### src/rtl/lsm_pkg.sv
package lsm_pkg;

    localparam int ADDR_W = 2;

    localparam logic [ADDR_W-1:0] A_CTRL = 2'd0;
    localparam logic [ADDR_W-1:0] A_LOW  = 2'd1;
    localparam logic [ADDR_W-1:0] A_HIGH = 2'd2;

    typedef struct packed {
        logic [7:0] report;
        logic [7:0] dur;
        logic       run;
    } ctrl_t;

    // residency report codes
    localparam logic [7:0] RPT_ANY      = 8'h00;
    localparam logic [7:0] RPT_TXL0S    = 8'h01;
    localparam logic [7:0] RPT_RXL0S    = 8'h02;
    localparam logic [7:0] RPT_L0       = 8'h03;
    localparam logic [7:0] RPT_L1       = 8'h04;
    localparam logic [7:0] RPT_L1A      = 8'h05;
    localparam logic [7:0] RPT_L1B      = 8'h06;
    localparam logic [7:0] RPT_RCV      = 8'h07;
    localparam logic [7:0] RPT_BOTHL0S  = 8'h08;
    localparam logic [7:0] RPT_L1AUX    = 8'h09;
    // payload report codes
    localparam logic [7:0] RPT_TX_DATA  = 8'h20;
    localparam logic [7:0] RPT_RX_DATA  = 8'h21;
    localparam logic [7:0] RPT_TX_ALT   = 8'h22;
    localparam logic [7:0] RPT_RX_ALT   = 8'h23;

    // link_status bit positions
    localparam int ST_L0    = 0;
    localparam int ST_TXL0S = 1;
    localparam int ST_RXL0S = 2;
    localparam int ST_L1    = 3;
    localparam int ST_L1A   = 4;
    localparam int ST_L1B   = 5;
    localparam int ST_RCV   = 6;
    localparam int ST_L1AUX = 7;

    // window length in microsecond ticks; zero means manual
    function automatic logic [31:0] window_ticks(input logic [7:0] code,
                                                 input logic [31:0] us_per_ms);
        case (code)
            8'h01:   return us_per_ms;
            8'h02:   return us_per_ms * 32'd10;
            8'h03:   return us_per_ms * 32'd100;
            8'h04:   return us_per_ms * 32'd1000;
            8'h05:   return us_per_ms * 32'd2000;
            8'h06:   return us_per_ms * 32'd4000;
            8'hFF:   return 32'd4;
            default: return 32'd0;
        endcase
    endfunction

endpackage

### src/rtl/lsm_ctrl.sv
module lsm_ctrl
    import lsm_pkg::*;
(
    input  logic              clk,
    input  logic              rst_n,
    input  logic              wr_en,
    input  logic [ADDR_W-1:0] addr,
    input  logic [31:0]       wdata,
    input  logic              expire,
    output ctrl_t             ctrl_q,
    output logic              start
);

    ctrl_t ctrl_d;
    logic  ctrl_wr;
    logic  unused_bits;

    assign unused_bits = ^{wdata[23:16], wdata[7:1]};
    assign ctrl_wr     = wr_en && (addr == A_CTRL);
    assign start       = ctrl_wr && wdata[0] && !ctrl_q.run;

    always_comb begin
        ctrl_d = ctrl_q;
        if (start) begin
            ctrl_d.report = wdata[31:24];
            ctrl_d.dur    = wdata[15:8];
            ctrl_d.run    = 1'b1;
        end else if (ctrl_q.run) begin
            if (ctrl_wr && !wdata[0]) begin
                ctrl_d.run = 1'b0;
            end
            if (expire) begin
                ctrl_d.run = 1'b0;
            end
        end else if (ctrl_wr) begin
            ctrl_d.report = wdata[31:24];
            ctrl_d.dur    = wdata[15:8];
        end
    end

    always_ff @(posedge clk) begin
        if (!rst_n) begin
            ctrl_q <= '0;
        end else begin
            ctrl_q <= ctrl_d;
        end
    end

endmodule

### src/rtl/lsm_window_timer.sv
module lsm_window_timer
    import lsm_pkg::*;
#(
    parameter int US_PER_MS = 1000,
    parameter int TIMER_W   = 22
) (
    input  logic       clk,
    input  logic       rst_n,
    input  logic       start,
    input  logic       run,
    input  logic [7:0] dur,
    input  logic       us_tick,
    output logic       expire
);

    typedef struct packed {
        logic [TIMER_W-1:0] ticks;
    } tmr_t;

    tmr_t        tmr_d, tmr_q;
    logic [31:0] limit;
    logic        timed;

    assign limit  = window_ticks(dur, 32'(US_PER_MS));
    assign timed  = (limit != 32'd0);
    assign expire = run && us_tick && timed &&
                    (tmr_q.ticks == TIMER_W'(limit - 32'd1));

    always_comb begin
        tmr_d = tmr_q;
        if (start) begin
            tmr_d.ticks = '0;
        end else if (run && us_tick && timed) begin
            tmr_d.ticks = tmr_q.ticks + TIMER_W'(1);
        end
    end

    always_ff @(posedge clk) begin
        if (!rst_n) begin
            tmr_q <= '0;
        end else begin
            tmr_q <= tmr_d;
        end
    end

endmodule

### src/rtl/lsm_event_sel.sv
module lsm_event_sel
    import lsm_pkg::*;
#(
    parameter int N_STATE = 8,
    parameter int N_PAY   = 4
) (
    input  logic [7:0]         report,
    input  logic [N_STATE-1:0] link_status,
    input  logic [N_PAY-1:0]   payload_pulse,
    output logic               hit
);

    logic [N_PAY-1:0] pay_sel;

    // one decoder per payload strobe
    for (genvar p = 0; p < N_PAY; p++) begin : g_pay
        assign pay_sel[p] = (report == (RPT_TX_DATA + 8'(p))) && payload_pulse[p];
    end

    always_comb begin
        case (report)
            RPT_ANY:     hit = 1'b1;
            RPT_TXL0S:   hit = link_status[ST_TXL0S];
            RPT_RXL0S:   hit = link_status[ST_RXL0S];
            RPT_L0:      hit = link_status[ST_L0];
            RPT_L1:      hit = link_status[ST_L1];
            RPT_L1A:     hit = link_status[ST_L1A];
            RPT_L1B:     hit = link_status[ST_L1B];
            RPT_RCV:     hit = link_status[ST_RCV];
            RPT_BOTHL0S: hit = link_status[ST_TXL0S] && link_status[ST_RXL0S];
            RPT_L1AUX:   hit = link_status[ST_L1AUX];
            default:     hit = |pay_sel;
        endcase
    end

endmodule

### src/rtl/lsm_result.sv
module lsm_result
    import lsm_pkg::*;
#(
    parameter int CNT_W  = 64,
    parameter int WORD_W = 32
) (
    input  logic              clk,
    input  logic              rst_n,
    input  logic              start,
    input  logic              run,
    input  logic              hit,
    input  logic              rd_en,
    input  logic [ADDR_W-1:0] addr,
    input  ctrl_t             ctrl,
    output logic [CNT_W-1:0]  count_q,
    output logic [WORD_W-1:0] rdata
);

    localparam int HI_W = CNT_W - WORD_W;

    typedef struct packed {
        logic [CNT_W-1:0]  count;
        logic [HI_W-1:0]   snap;
        logic [WORD_W-1:0] rdata;
    } res_t;

    res_t              res_d, res_q;
    logic [WORD_W-1:0] ctrl_word;

    assign ctrl_word = WORD_W'({ctrl.report, 8'h00, ctrl.dur, 7'h00, ctrl.run});

    always_comb begin
        res_d = res_q;
        if (start) begin
            res_d.count = '0;
        end else if (run && hit) begin
            res_d.count = res_q.count + CNT_W'(1);
        end
        if (rd_en) begin
            case (addr)
                A_CTRL: res_d.rdata = ctrl_word;
                A_LOW: begin
                    res_d.rdata = res_q.count[WORD_W-1:0];
                    res_d.snap  = res_q.count[CNT_W-1:WORD_W];
                end
                A_HIGH:  res_d.rdata = WORD_W'(res_q.snap);
                default: res_d.rdata = '0;
            endcase
        end
    end

    always_ff @(posedge clk) begin
        if (!rst_n) begin
            res_q <= '0;
        end else begin
            res_q <= res_d;
        end
    end

    assign count_q = res_q.count;
    assign rdata   = res_q.rdata;

endmodule

### src/rtl/link_stat_meter.sv
module link_stat_meter
    import lsm_pkg::*;
#(
    parameter int US_PER_MS = 1000
) (
    input  logic        clk,
    input  logic        rst_n,
    input  logic        wr_en,
    input  logic        rd_en,
    input  logic [1:0]  addr,
    input  logic [31:0] wdata,
    output logic [31:0] rdata,
    input  logic [7:0]  link_status,
    input  logic [3:0]  payload_pulse,
    input  logic        us_tick
);

    localparam int TIMER_W = $clog2(US_PER_MS * 4000 + 1);
    localparam int CNT_W   = 64;

    ctrl_t             ctrl_q;
    logic              start;
    logic              expire;
    logic              hit;
    logic              run_q;
    logic [7:0]        report_q;
    logic [7:0]        dur_q;
    logic [CNT_W-1:0]  count_q;

    assign run_q    = ctrl_q.run;
    assign report_q = ctrl_q.report;
    assign dur_q    = ctrl_q.dur;

    lsm_ctrl u_ctrl (
        .clk    (clk),
        .rst_n  (rst_n),
        .wr_en  (wr_en),
        .addr   (addr),
        .wdata  (wdata),
        .expire (expire),
        .ctrl_q (ctrl_q),
        .start  (start)
    );

    lsm_window_timer #(
        .US_PER_MS (US_PER_MS),
        .TIMER_W   (TIMER_W)
    ) u_timer (
        .clk     (clk),
        .rst_n   (rst_n),
        .start   (start),
        .run     (run_q),
        .dur     (dur_q),
        .us_tick (us_tick),
        .expire  (expire)
    );

    lsm_event_sel #(
        .N_STATE (8),
        .N_PAY   (4)
    ) u_sel (
        .report        (report_q),
        .link_status   (link_status),
        .payload_pulse (payload_pulse),
        .hit           (hit)
    );

    lsm_result #(
        .CNT_W  (CNT_W),
        .WORD_W (32)
    ) u_result (
        .clk     (clk),
        .rst_n   (rst_n),
        .start   (start),
        .run     (run_q),
        .hit     (hit),
        .rd_en   (rd_en),
        .addr    (addr),
        .ctrl    (ctrl_q),
        .count_q (count_q),
        .rdata   (rdata)
    );

endmodule

### config.mk
export PLATFORM = sky130hd
export DESIGN_NAME = link_stat_meter
export DESIGN_NICKNAME = d
export VERILOG_FILES = /design/src/rtl/lsm_pkg.sv /design/src/rtl/lsm_ctrl.sv /design/src/rtl/lsm_window_timer.sv /design/src/rtl/lsm_event_sel.sv /design/src/rtl/lsm_result.sv /design/src/rtl/link_stat_meter.sv
export SDC_FILE = /design/constraint.sdc
export NUM_CORES = 1
export LEC_CHECK = 0
export BUFFER_PORTS_ARGS = -buffer_cell sky130_fd_sc_hd__buf_2
export CORE_ASPECT_RATIO = 0.6
export CORE_UTILIZATION = 50
export CTS_CLUSTER_DIAMETER = 200
export DETAILED_ROUTE_END_ITERATION = 16
export PLACE_DENSITY_LB_ADDON = 0.05
export SLEW_MARGIN = 20
export SYNTH_ARGS = -nofsm -noshare
export SYNTH_HDL_FRONTEND = slang
export SYNTH_SLANG_ARGS = --single-unit
### constraint.sdc
create_clock -name clk -period 3.9 [get_ports clk]
set_input_delay 0.78 -clock clk [delete_from_list [all_inputs] [get_ports clk]]
set_output_delay 0.78 -clock clk [all_outputs]
set_load 0.02 [all_outputs]
==> impl_metrics.csv <==
group,metric,value,unit
setup_path,cp-endpoint,"u_ctrl.ctrl_q[0]",
die,pin_count,83,
setup_path,ff2ff_path_depth,12,
placement,dp_slack,0.636,ns
placement,gp_congestion,1.00,
setup_path,path_class,"flop to flop",
setup_path,regToRegStartpoint,"u_ctrl.ctrl_q[4]",
timing,report.final.setup_viol,0,
setup_path,crit_chain,"or3_4 -> nor2_1 -> and3_1 -> inv_1 -> ha_1 -> nor3b_1 -> a21oi_1 -> o211ai_1 -> xor2_1 -> a2111oi_0 -> and4_1 -> a31oi_1",
synth,synth_top_cell_area_share,0.389,
die,core,16500,µm²
timing,fin_ws,0.609,ns
clock_tree,cts-root-buf,"clkbuf_16",
timing,hold_ws,0.472,ns
hold_path,hp-class,"flop to flop",
setup_path,cp-start-kind,"flop",
setup_path,cp_max_fo,16,
grt,antenna_found_initial,0,
timing,fmax,0.304,GHz
grt,first_global_vias,6455,
cells_and_area,fin_nets,1106,
setup_path,worst_path_max_delay_cell,"or3_4",
synth,ys_warn_count,0,
routing,vias_per_cell,5.73,
pwr,ir_drop,0.272,mV
status,status,"finished clean",
synth,synth.area.top_cells,"dfxtp_1 (39%), nand2_1 (7.7%), xor2_1 (4.7%)",
job,drv_cap,0,
clock_tree,clk_pin_slew,0.07,ns
synth,yosysTopAreaCell,"dfxtp_1",
timing,final.min_clock_period,3.29,ns
synth,syn_area,8600,µm²
timing,finalMaxSlewViolations,0,
placement,place_inst,1260,
clock_tree,post_cts_resized,0,
clock_tree,cts.sinks,167,
die,die_h,104,µm
synth,synth-edff-count,0,
timing,fin_crit_sh,0.844,
routing,post-route-drc-count,0,
clock_tree,holdBufCountCts,0,
clock_tree,cts_buffers,17,
cells_and_area,final_common_cell,"nand2_1",
timing,worst_slew_pin_slew,0.808,ns
routing,drt-wirelength-per-cell,18.4,µm
routing,drt_first_pass_iters,6,
pwr,switching_share,0.268,
pwr,p_leak,3.63,nW
cells_and_area,syn_to_final_growth,9.55,%
pwr,p_int,2.69,mW
cells_and_area,drive_gt1_frac,0.128,
pwr,p_seq_frac,0.476,
setup_path,path_delay_family,"simple AND/OR/NAND/NOR gates",
setup_path,cp.required,4.20,ns
cells_and_area,fin_cells,1292,
timing,slew_headroom,0.461,
grt,grt.total_usage,0.276,
clock_tree,clock_path_buffers,2,
synth,ys.flop_type,"dfxtp_1",
synth,synth_cell_types,63,
cells_and_area,diodes,0,
grt,grt_pass1_wl,37200,µm
synth,synth_async_sr_flop_share,0,
routing,ant_nets,0,
placement,port_buffers,67,
cells_and_area,nFillCells,1532,
die,die_w,171,µm
pwr,power_frac_comb,0.075,
setup_path,rrSetupSlack,0.61,ns
grt,grt_max_degree,82,
setup_path,end_kind,"flop",
setup_path,critPathBufInv,1,
pwr,power.density,390,nW/µm²
die,rows,36,
routing,drtIter0Drc,790,
die,die_area,17700,µm²
synth,syn_nets,1103,
synth,synth_seq_cells,167,
clock_tree,post_cts_buffers,0,
clock_tree,cts_max_level,4,
setup_path,r2r_end,"u_ctrl.ctrl_q[0]",
routing,num_vias,7398,
clock_tree,insertion_delay,0.44,ns
pwr,p_switching,0.983,mW
timing,fin_tns_setup,0,ns
setup_path,startpoint,"u_ctrl.ctrl_q[4]",
synth,syn_area_per_cell,8.20,µm²
timing,rsz0062_at_grt,"no",
cells_and_area,final_cell_mix,"nand2_1 (175), dfxtp_1 (167), nor2_1 (93)",
clock_tree,cts_tree,"yes",
setup_path,arrival,3.59,ns
setup_path,crit_cells,12,
synth,seq_area_frac_synth,0.389,
grt,grt_overflow,0,
setup_path,cpPeakStageDelay,0.51,ns
synth,synthCells,1048,
die,initial_core_util,0.520,
pwr,clkPwrFrac,0.448,
timing,final_hold_viol_count,0,
routing,drt_wl_total,23700,µm
placement,hpwl,17100,µm
timing,finClkSkew,0.0129,ns
==> how the worst min path moves through the flow <==
stage	startpoint	end	slack, ns	depth (start not counted)
floorplan	u_result.count_q[40]	u_result.res_q[40]	0.44	2
global placement	u_result.rdata[20]	u_result.rdata[20]	0.45	1
detailed placement	u_result.res_q[63]	u_result.res_q[63]	0.46	2
CTS	u_result.res_q[63]	u_result.res_q[63]	0.47	2
global route	u_result.res_q[63]	u_result.res_q[63]	0.49	2
finish	u_result.res_q[63]	u_result.res_q[63]	0.47	2
==> flip-flops by register name, summed over array words and instances (netlist names) <==
signal / flops
u_result.count_q: 64
u_result.rdata: 32
u_result.res_q: 32
u_timer.tmr_q: 22
u_ctrl.ctrl_q: 17
==> synthesized netlist by cell type, types with 7 or more instances <==
library cell / n
inv_1: 24
a21boi_0: 49
xnor2_1: 26
mux2i_1: 23
and3_1: 17
a31oi_1: 9
a21oi_1: 30
o211a_1: 34
clkbuf_1: 57
or3_1: 19
a22oi_1: 15
nor3_1: 20
a211oi_1: 7
buf_4: 32
nor2_1: 93
nand2_1: 176
nand3_1: 33
o211ai_1: 21
nand4_1: 31
o21ai_0: 25
xor2_1: 46
dfxtp_1: 167
==> per-stage QoR <==
step	cell area, µm²	power, mW	util
6_report	9420	3.67	0.570
4_1_cts	9420	3.70	0.570
3_5_place_dp	8850	2.06	0.535
3_3_place_gp	8850	2.06	0.535
5_1_grt	9420	3.81	0.570
2_1_floorplan	8600	1.99	-
==> final cells by class <==
class / count / area (µm²) / share of cell area
clock buffer: 18 / 439 / 0.0466
clock inverter: 14 / 128 / 0.0136
tap: 228 / 285 / 0.0303
multi-input combinational: 756 / 4660 / 0.495
inverter: 24 / 90.1 / 0.00957
timing repair buffer: 85 / 470 / 0.0500
sequential: 167 / 3340 / 0.355
==> logic make-up (layout without fill, tap and decap cells) <==
group,count (synthesis),in the layout,share of synthesized area
xor+xnor,72,72,0.0734
compound gates,223,223,0.193
simple gates,430,430,0.234
buf+inv,125,141,0.0694
flops,167,167,0.389
mux,27,27,0.0346
fa+ha+maj,4,4,0.00582
==> worst register-to-register path, stage by stage, from the launching register on <==
cell       delay, ns
dfxtp_1         0.36
or3_4           0.51
nor2_1          0.23
and3_1          0.21
inv_1           0.06
ha_1            0.39
nor3b_1         0.27
a21oi_1         0.06
o211ai_1        0.25
xor2_1          0.10
a2111oi_0       0.40
and4_1          0.26
a31oi_1         0.08
==> layer usage <==
| layer | up-vias | GRT usage | part of all wire |
|---|---|---|---|
| li1 | 3649 | - | - |
| met1 | 3445 | 0.488 | 0.56 |
| met2 | 290 | 0.313 | 0.33 |
| met3 | 14 | 0.0596 | 0.10 |
| met4 | 0 | 0.0574 | 0.0059 |
| met5 | - | 0 | 0 |
==> power groups by stage <==
stage	combinational, mW	sequential [mW]	clock [mW]
after floorplan	0.212	1.78	0
after global placement	0.271	1.79	0
after detailed placement	0.271	1.79	0
after CTS	0.272	1.75	1.68
after global routing	0.300	1.75	1.76
final	0.276	1.75	1.64
Power figures use the tool's default switching activity.
